==> src/rtl/pwm_meas_pkg.sv <==
package pwm_meas_pkg;
  localparam int DUTY_W = 11;
  localparam int DUTY_FULL = (1 << DUTY_W) - 1;
  localparam int HYST_W = 2;

  function automatic logic [DUTY_W-1:0] hyst_threshold(input logic [HYST_W-1:0] code);
    return DUTY_W'(1) << code;
  endfunction
endpackage

==> src/rtl/pwm_in_sync.sv <==
module pwm_in_sync #(
  parameter int STAGES = 2
) (
  input  logic clk,
  input  logic rst_n,
  input  logic pin,
  output logic level,
  output logic rise,
  output logic fall
);
  logic [STAGES-1:0] stage;
  logic              last;

  always_ff @(posedge clk or negedge rst_n) begin
    if (!rst_n) begin
      stage <= '0;
      last  <= 1'b0;
    end else begin
      stage[0] <= pin;
      for (int i = 1; i < STAGES; i++) stage[i] <= stage[i-1];
      last <= stage[STAGES-1];
    end
  end

  assign level = stage[STAGES-1];
  assign rise  = level & ~last;
  assign fall  = ~level & last;
endmodule

==> src/rtl/pwm_span_counter.sv <==
module pwm_span_counter #(
  parameter int TIMEOUT_TICKS = 576000,
  parameter int CNT_W = 21
) (
  input  logic             clk,
  input  logic             rst_n,
  input  logic             en,
  input  logic             level,
  input  logic             rise,
  input  logic             fall,
  input  logic             edge_sel,
  input  logic             pol,
  input  logic             div_busy,
  output logic             start,
  output logic [CNT_W-1:0] on_snap,
  output logic [CNT_W-1:0] per_snap,
  output logic             timeout,
  output logic             active
);
  localparam int IDLE_W = $clog2(TIMEOUT_TICKS + 1);
  localparam logic [IDLE_W-1:0] IDLE_LAST = IDLE_W'(TIMEOUT_TICKS - 1);
  localparam logic [IDLE_W-1:0] IDLE_SAT  = IDLE_W'(TIMEOUT_TICKS);

  logic [CNT_W-1:0]  per_cnt, on_cnt;
  logic [IDLE_W-1:0] idle_cnt;
  logic              armed, ref_edge;

  assign active   = pol ? level : ~level;
  assign ref_edge = en & (edge_sel ? fall : rise);
  assign timeout  = en & ~rise & (idle_cnt == IDLE_LAST);
  assign start    = ref_edge & armed & ~div_busy & ~timeout;
  assign on_snap  = on_cnt;
  assign per_snap = per_cnt;

  always_ff @(posedge clk or negedge rst_n) begin
    if (!rst_n) begin
      per_cnt  <= '0;
      on_cnt   <= '0;
      idle_cnt <= '0;
      armed    <= 1'b0;
    end else if (!en) begin
      per_cnt  <= '0;
      on_cnt   <= '0;
      idle_cnt <= '0;
      armed    <= 1'b0;
    end else begin
      if (rise) idle_cnt <= '0;
      else if (idle_cnt != IDLE_SAT) idle_cnt <= idle_cnt + IDLE_W'(1);
      if (ref_edge) begin
        per_cnt <= CNT_W'(1);
        on_cnt  <= CNT_W'(active);
        armed   <= ~timeout;
      end else begin
        if (per_cnt != '1) per_cnt <= per_cnt + CNT_W'(1);
        on_cnt <= on_cnt + CNT_W'(active);
        armed  <= armed & ~timeout;
      end
    end
  end
endmodule

==> src/rtl/duty_divider.sv <==
module duty_divider #(
  parameter int CNT_W = 21,
  parameter int Q_W = 11
) (
  input  logic             clk,
  input  logic             rst_n,
  input  logic             flush,
  input  logic             start,
  input  logic [CNT_W-1:0] on_cnt,
  input  logic [CNT_W-1:0] per_cnt,
  output logic             busy,
  output logic             done,
  output logic [Q_W-1:0]   quot
);
  localparam int NUM_W = CNT_W + Q_W;
  localparam int IDX_W = $clog2(Q_W);
  localparam logic [NUM_W-1:0] SCALE = NUM_W'((1 << Q_W) - 1);

  logic [NUM_W-1:0] rem, den_sh;
  logic [CNT_W-1:0] den;
  logic [IDX_W-1:0] bit_idx;

  assign den_sh = NUM_W'(den) << bit_idx;

  always_ff @(posedge clk or negedge rst_n) begin
    if (!rst_n) begin
      rem <= '0; den <= '0; bit_idx <= '0; quot <= '0;
      busy <= 1'b0; done <= 1'b0;
    end else if (flush) begin
      busy <= 1'b0; done <= 1'b0;
    end else begin
      done <= 1'b0;
      if (start && !busy) begin
        rem     <= NUM_W'(on_cnt) * SCALE;
        den     <= per_cnt;
        bit_idx <= IDX_W'(Q_W - 1);
        quot    <= '0;
        busy    <= 1'b1;
      end else if (busy) begin
        if (rem >= den_sh) begin
          rem           <= rem - den_sh;
          quot[bit_idx] <= 1'b1;
        end
        if (bit_idx == '0) begin
          busy <= 1'b0;
          done <= 1'b1;
        end else begin
          bit_idx <= bit_idx - IDX_W'(1);
        end
      end
    end
  end
endmodule

==> src/rtl/duty_hyst_filter.sv <==
module duty_hyst_filter
  import pwm_meas_pkg::*;
(
  input  logic              clk,
  input  logic              rst_n,
  input  logic              en,
  input  logic              done,
  input  logic [DUTY_W-1:0] quot,
  input  logic [HYST_W-1:0] hyst,
  input  logic              timeout,
  input  logic              active,
  output logic [DUTY_W-1:0] duty,
  output logic              duty_valid,
  output logic              timed_out
);
  logic              first;
  logic [DUTY_W-1:0] diff;
  logic              pass;

  always_comb begin
    diff = (quot >= duty) ? (quot - duty) : (duty - quot);
    pass = first | (diff >= hyst_threshold(hyst));
  end

  always_ff @(posedge clk or negedge rst_n) begin
    if (!rst_n) begin
      duty <= '0; duty_valid <= 1'b0; timed_out <= 1'b0; first <= 1'b1;
    end else if (!en) begin
      duty <= '0; duty_valid <= 1'b0; timed_out <= 1'b0; first <= 1'b1;
    end else begin
      duty_valid <= 1'b0;
      if (timeout) begin
        duty       <= active ? '1 : '0;
        duty_valid <= 1'b1;
        timed_out  <= 1'b1;
        first      <= 1'b1;
      end else if (done && pass) begin
        duty       <= quot;
        duty_valid <= 1'b1;
        timed_out  <= 1'b0;
        first      <= 1'b0;
      end
    end
  end
endmodule

==> src/rtl/pwm_duty_meter.sv <==
module pwm_duty_meter
  import pwm_meas_pkg::*;
#(
  parameter int TIMEOUT_TICKS = 576000,
  parameter int SYNC_STAGES = 2
) (
  input  logic              clk,
  input  logic              rst_n,
  input  logic              en,
  input  logic              pwm_in,
  input  logic              edge_sel,
  input  logic              pol,
  input  logic [HYST_W-1:0] hyst,
  output logic [DUTY_W-1:0] duty,
  output logic              duty_valid,
  output logic              timed_out
);
  localparam int CNT_W = $clog2(2 * TIMEOUT_TICKS + 2);

  logic             level, rise, fall;
  logic             start, timeout, active, busy, done;
  logic [CNT_W-1:0] on_snap, per_snap;
  logic [DUTY_W-1:0] quot;

  pwm_in_sync #(.STAGES(SYNC_STAGES)) u_sync (
    .clk(clk), .rst_n(rst_n), .pin(pwm_in),
    .level(level), .rise(rise), .fall(fall)
  );

  pwm_span_counter #(.TIMEOUT_TICKS(TIMEOUT_TICKS), .CNT_W(CNT_W)) u_span (
    .clk(clk), .rst_n(rst_n), .en(en), .level(level), .rise(rise), .fall(fall),
    .edge_sel(edge_sel), .pol(pol), .div_busy(busy), .start(start),
    .on_snap(on_snap), .per_snap(per_snap), .timeout(timeout), .active(active)
  );

  duty_divider #(.CNT_W(CNT_W), .Q_W(DUTY_W)) u_div (
    .clk(clk), .rst_n(rst_n), .flush(~en | timeout), .start(start),
    .on_cnt(on_snap), .per_cnt(per_snap), .busy(busy), .done(done), .quot(quot)
  );

  duty_hyst_filter u_filt (
    .clk(clk), .rst_n(rst_n), .en(en), .done(done), .quot(quot), .hyst(hyst),
    .timeout(timeout), .active(active), .duty(duty), .duty_valid(duty_valid),
    .timed_out(timed_out)
  );
endmodule

==> config.mk <==
export PLATFORM = sky130hd
export DESIGN_NAME = pwm_duty_meter
export DESIGN_NICKNAME = d
export VERILOG_FILES = /design/src/rtl/pwm_meas_pkg.sv /design/src/rtl/pwm_in_sync.sv /design/src/rtl/pwm_span_counter.sv /design/src/rtl/duty_divider.sv /design/src/rtl/duty_hyst_filter.sv /design/src/rtl/pwm_duty_meter.sv
export SDC_FILE = /design/constraint.sdc
export NUM_CORES = 1
export LEC_CHECK = 0
export BUFFER_PORTS_ARGS = -buffer_cell sky130_fd_sc_hd__buf_2
export CAP_MARGIN = 20
export CORE_MARGIN = 2
export CORE_UTILIZATION = 45
export CTS_CLUSTER_SIZE = 8
export DETAILED_ROUTE_END_ITERATION = 10
export MAX_ROUTING_LAYER = met4
export PLACE_DENSITY = 0.59
export SLEW_MARGIN = 20
export SYNTH_ARGS = -nofsm -noshare
export SYNTH_HDL_FRONTEND = slang
export SYNTH_SLANG_ARGS = --single-unit
export TNS_END_PERCENT = 1
==> constraint.sdc <==
create_clock -name clk -period 15.45 [get_ports clk]
set_input_delay 1.545 -clock clk [delete_from_list [all_inputs] [get_ports clk]]
set_output_delay 1.545 -clock clk [all_outputs]
set_load 0.1 [all_outputs]
==> impl_summary.txt <==
----------------------------------------------------
[Run status]
  Status ... completed

[Layout]
  Most frequent cells in the layout ... sky130_fd_sc_hd__inv_1, sky130_fd_sc_hd__nand2_1, sky130_fd_sc_hd__nor2_1
  Area overhead of the layout relative to synthesis ... 6.836%
  Diode count ... 0
  Area occupied by multi-input gates ... 10660 um2
  Nets ... 2020
  Sequential cell area ... 3755 um2
  Layout cells sized above 1 ... 5.974%
  Most frequent standard cell in the layout excluding fill and tap cells ... sky130_fd_sc_hd__inv_1
  Layout fillers ... 3291

[Die]
  Die outline height ... 189.8 um
  Overall die area ... 36040 um2
  Top-level I/O count ... 21
  Core footprint ... 34290 um2
  Initial cell density of the core ... 45.32%
  Die W ... 189.8 um
  Row count ... 68

[STA]
  Final setup TNS ... 0 ns
  Setup repair after global routing missed its margin ... no
  Maximum clock frequency ... 166.8 MHz
  Final Setup Violations ... 0
  Crit path time final ... 5.995 ns
  Final hold violation count ... 0
  Max-Slew Margin vs Limit ... 33.14%
  Share of the clock period used by the worst path after layout ... 38.80%
  Largest clock skew in the final design ... 0.01668 ns
  Post-route worst hold slack ... 0.3644 ns
  Worst slew pin tran ... 1.003 ns
  Max-slew violations ... 0

[Logic synthesis]
  Mapped Cells ... 1738
  Mapped cell area ... 15540 um2
  Synthesized Nets ... 2030
  Count of flip-flops with a built-in enable after synthesis ... 0
  Share of async-settable or async-resettable flops after synthesis ... 100.0%
  Average cell area after synthesis ... 8.941 um2
  Seq cells post-synth ... 150
  Most used flip-flop cell after synthesis ... sky130_fd_sc_hd__dfrtp_1
  Distinct cell type count after synthesis ... 74
  Number of warnings printed during yosys synthesis ... 0
  Proportion of synthesized chip area in sequential cells ... 24.16%

[Setup path]
  Cell-by-cell listing of the critical path ... fa_1 -> inv_1 -> fa_1 -> inv_1 -> fa_1 -> fa_1 -> inv_1 -> fa_1 -> inv_1 -> ha_1 -> nand3_1 -> o211ai_1 -> a31o_2 -> o31ai_1 -> a41o_1 -> o21a_1 -> o21ai_0 -> xnor2_1 -> nor2_1 -> a21oi_1 -> a21oi_1
  Critical path type ... flip-flop to flip-flop
  Category of the worst setup path launch point ... flip-flop
  Maximum fanout along the worst path ... 8
  Required @ worst endpoint ... 15.74 ns
  Delay of the slowest cell on the worst path ... 0.66 ns
  Data arrival, critical path ... 6.29 ns
  Dominant delay contributor by cell family on the critical path ... adder cells
  Most prevalent standard cell on the critical path ... sky130_fd_sc_hd__fa_1
  Combined buffer and inverter count along the critical path ... 4
  Critical path capture point type ... flip-flop
  Slowest-stage cell, CP ... sky130_fd_sc_hd__fa_1

[Pwr]
  Share of power burned in registers ... 25.6%
  Net load switching power ... 865.4 uW
  Power per cell area ... 120.2 nW/um2
  Share of total power in combinational logic ... 53.1%
  Internal power consumption ... 1130 uW
  Max VDD drop ... 0.05683 mV
  Part of the total power dissipated in the clock network ... 21.2%
  Leak ... 0.008306 uW
  Switching share of power ... 43.38%

[Routing]
  Ratio of routed vias to standard cells ... 5.359
  Total number of vias ... 11.77k
  DR pass1 iterations ... 5
  Avg WL per Cell ... 15.87 um
  Wire length after detailed routing ... 34850 um
  DRC viols ... 0
  Iter 0 DRT Violations ... 673
  Post-route antenna net violation count ... 0

[Global routing]
  Largest net degree at the start of global routing ... 80
  First-pass GRT wire length ... 60370 um
  Antenna violations before repair ... 0
  Congestion Overflow GR ... 0
  Number of global-route vias before repair ... 11.87k
  Overall fraction of global-route tracks in use ... 21.34%

[Placed design]
  RD Place Congestion ... 0.9182
  Detailed placer's ending HPWL ... 27120 um
  Buffers added on ports ... 20

[CTS]
  Clock tree root driver cell ... sky130_fd_sc_hd__clkbuf_16
  TritonCTS clock tree ... built
  Clk buf depth ... 2
  Clock buffers created by TritonCTS ... 17
  Gates resized, CTS repair ... 0
  Post-CTS Setup Inserts ... 0
  Clock-pin slew on the worst setup and hold paths ... 0.07 ns
  Number of clock sinks ... 150
  # H-tree levels ... 4
  Insertion delay of the later-clocked pin in the worst-skew pair ... 0.44 ns
  Total of hold buffers inserted after clock tree synthesis ... 0

[Run]
  Max-Cap Viols ... 0

[Min path]
  Worst hold path type ... flip-flop to flip-flop

----------------------------------------------------
-- worst paths after layout --
path                                   start                  end  slack [ns]  cells after the start
max                        u_span.on_snap[5]        u_div.rem[28]        9.45                     21
max in group asynchronous              rst_n  u_span.per_snap[11]       12.84                      2
min in group asynchronous              rst_n  u_span.idle_cnt[12]        1.16                      1
max reg2reg                u_span.on_snap[5]        u_div.rem[28]        9.45                     21
min reg2reg                  u_sync.stage[0]      u_sync.stage[1]        0.36                      0
min                          u_sync.stage[0]      u_sync.stage[1]        0.36                      0
-- power groups by stage --
stage	registers [uW]	logic [uW]	clock network [uW]
after floorplan	488	865	0
after global placement	517	1040	0
after detailed placement	517	1050	0
after CTS	511	1060	435
after global routing	520	1210	448
final	511	1060	423
-- state kept, by name (all words and copies together), names as in the netlist, 2 cells and up --
register         count
u_filt.duty         11
u_span.on_snap      21
u_sync.stage         2
u_div.quot          11
u_div.rem           32
u_span.per_snap     21
u_div.bit_idx        4
u_span.idle_cnt     20
u_div.den           21
-- synth_stat cells (16+ instances only) --
cell	instances	area (um2)
sky130_fd_sc_hd__a21o_1	39	292.8
sky130_fd_sc_hd__dfrtp_1	149	3729
sky130_fd_sc_hd__nor3_1	20	100.1
sky130_fd_sc_hd__clkbuf_1	29	108.9
sky130_fd_sc_hd__ha_1	149	1864
sky130_fd_sc_hd__xnor2_1	65	569.3
sky130_fd_sc_hd__a211oi_1	16	120.1
sky130_fd_sc_hd__inv_1	230	863.3
sky130_fd_sc_hd__nand3_1	57	285.3
sky130_fd_sc_hd__and3_1	25	156.4
sky130_fd_sc_hd__o21ai_0	64	320.3
sky130_fd_sc_hd__nand2_1	175	656.9
sky130_fd_sc_hd__fa_1	135	2703
sky130_fd_sc_hd__nor2_1	151	566.8
sky130_fd_sc_hd__xor2_1	49	429.2
sky130_fd_sc_hd__a21oi_1	137	685.7
sky130_fd_sc_hd__mux2i_1	23	230.2
-- routing by layer --
metal | share of wire [%] | track usage [%]
met1 | 48 | 29.36
met2 | 47 | 33.80
met3 | 3.6 | 2.822
met4 | 1.2 | 4.770
met5 | 0 | -
-- through the flow --
stage	std cells	total power, uW	utilization [%]	setup WS [ns]	cell area [um2]
4_1_cts	2196	2003	48.40	9.427	16590
3_3_place_gp	2164	1561	46.70	9.509	16010
6_report	2196	1995	48.42	9.455	16600
5_1_grt	2196	2176	48.42	8.956	16600
2_1_floorplan	1738	1354	-	9.987	15540
3_5_place_dp	2164	1568	46.70	9.454	16010
-- cell families after synthesis --
kind of cell    count (synthesis)  synth area share, %
compound gates                352                14.18
xor+xnor                      114                6.425
fa+ha+maj                     284                29.39
buf+inv                       289                7.431
flops                         150                24.16
mux                            40                3.438
simple gates                  509                14.98
-- cell type report --
type                            instances  area share (%)
Multi-Input combinational cell       1299           64.19
Clock inverter                         11          0.6783
Sequential cell                       150           22.62
Inverter                              232           5.245
Tap cell                              455           3.429
Timing Repair Buffer                   28           1.002
Clock buffer                           21           2.834
Note: power is estimated with default switching activity, not from simulation.
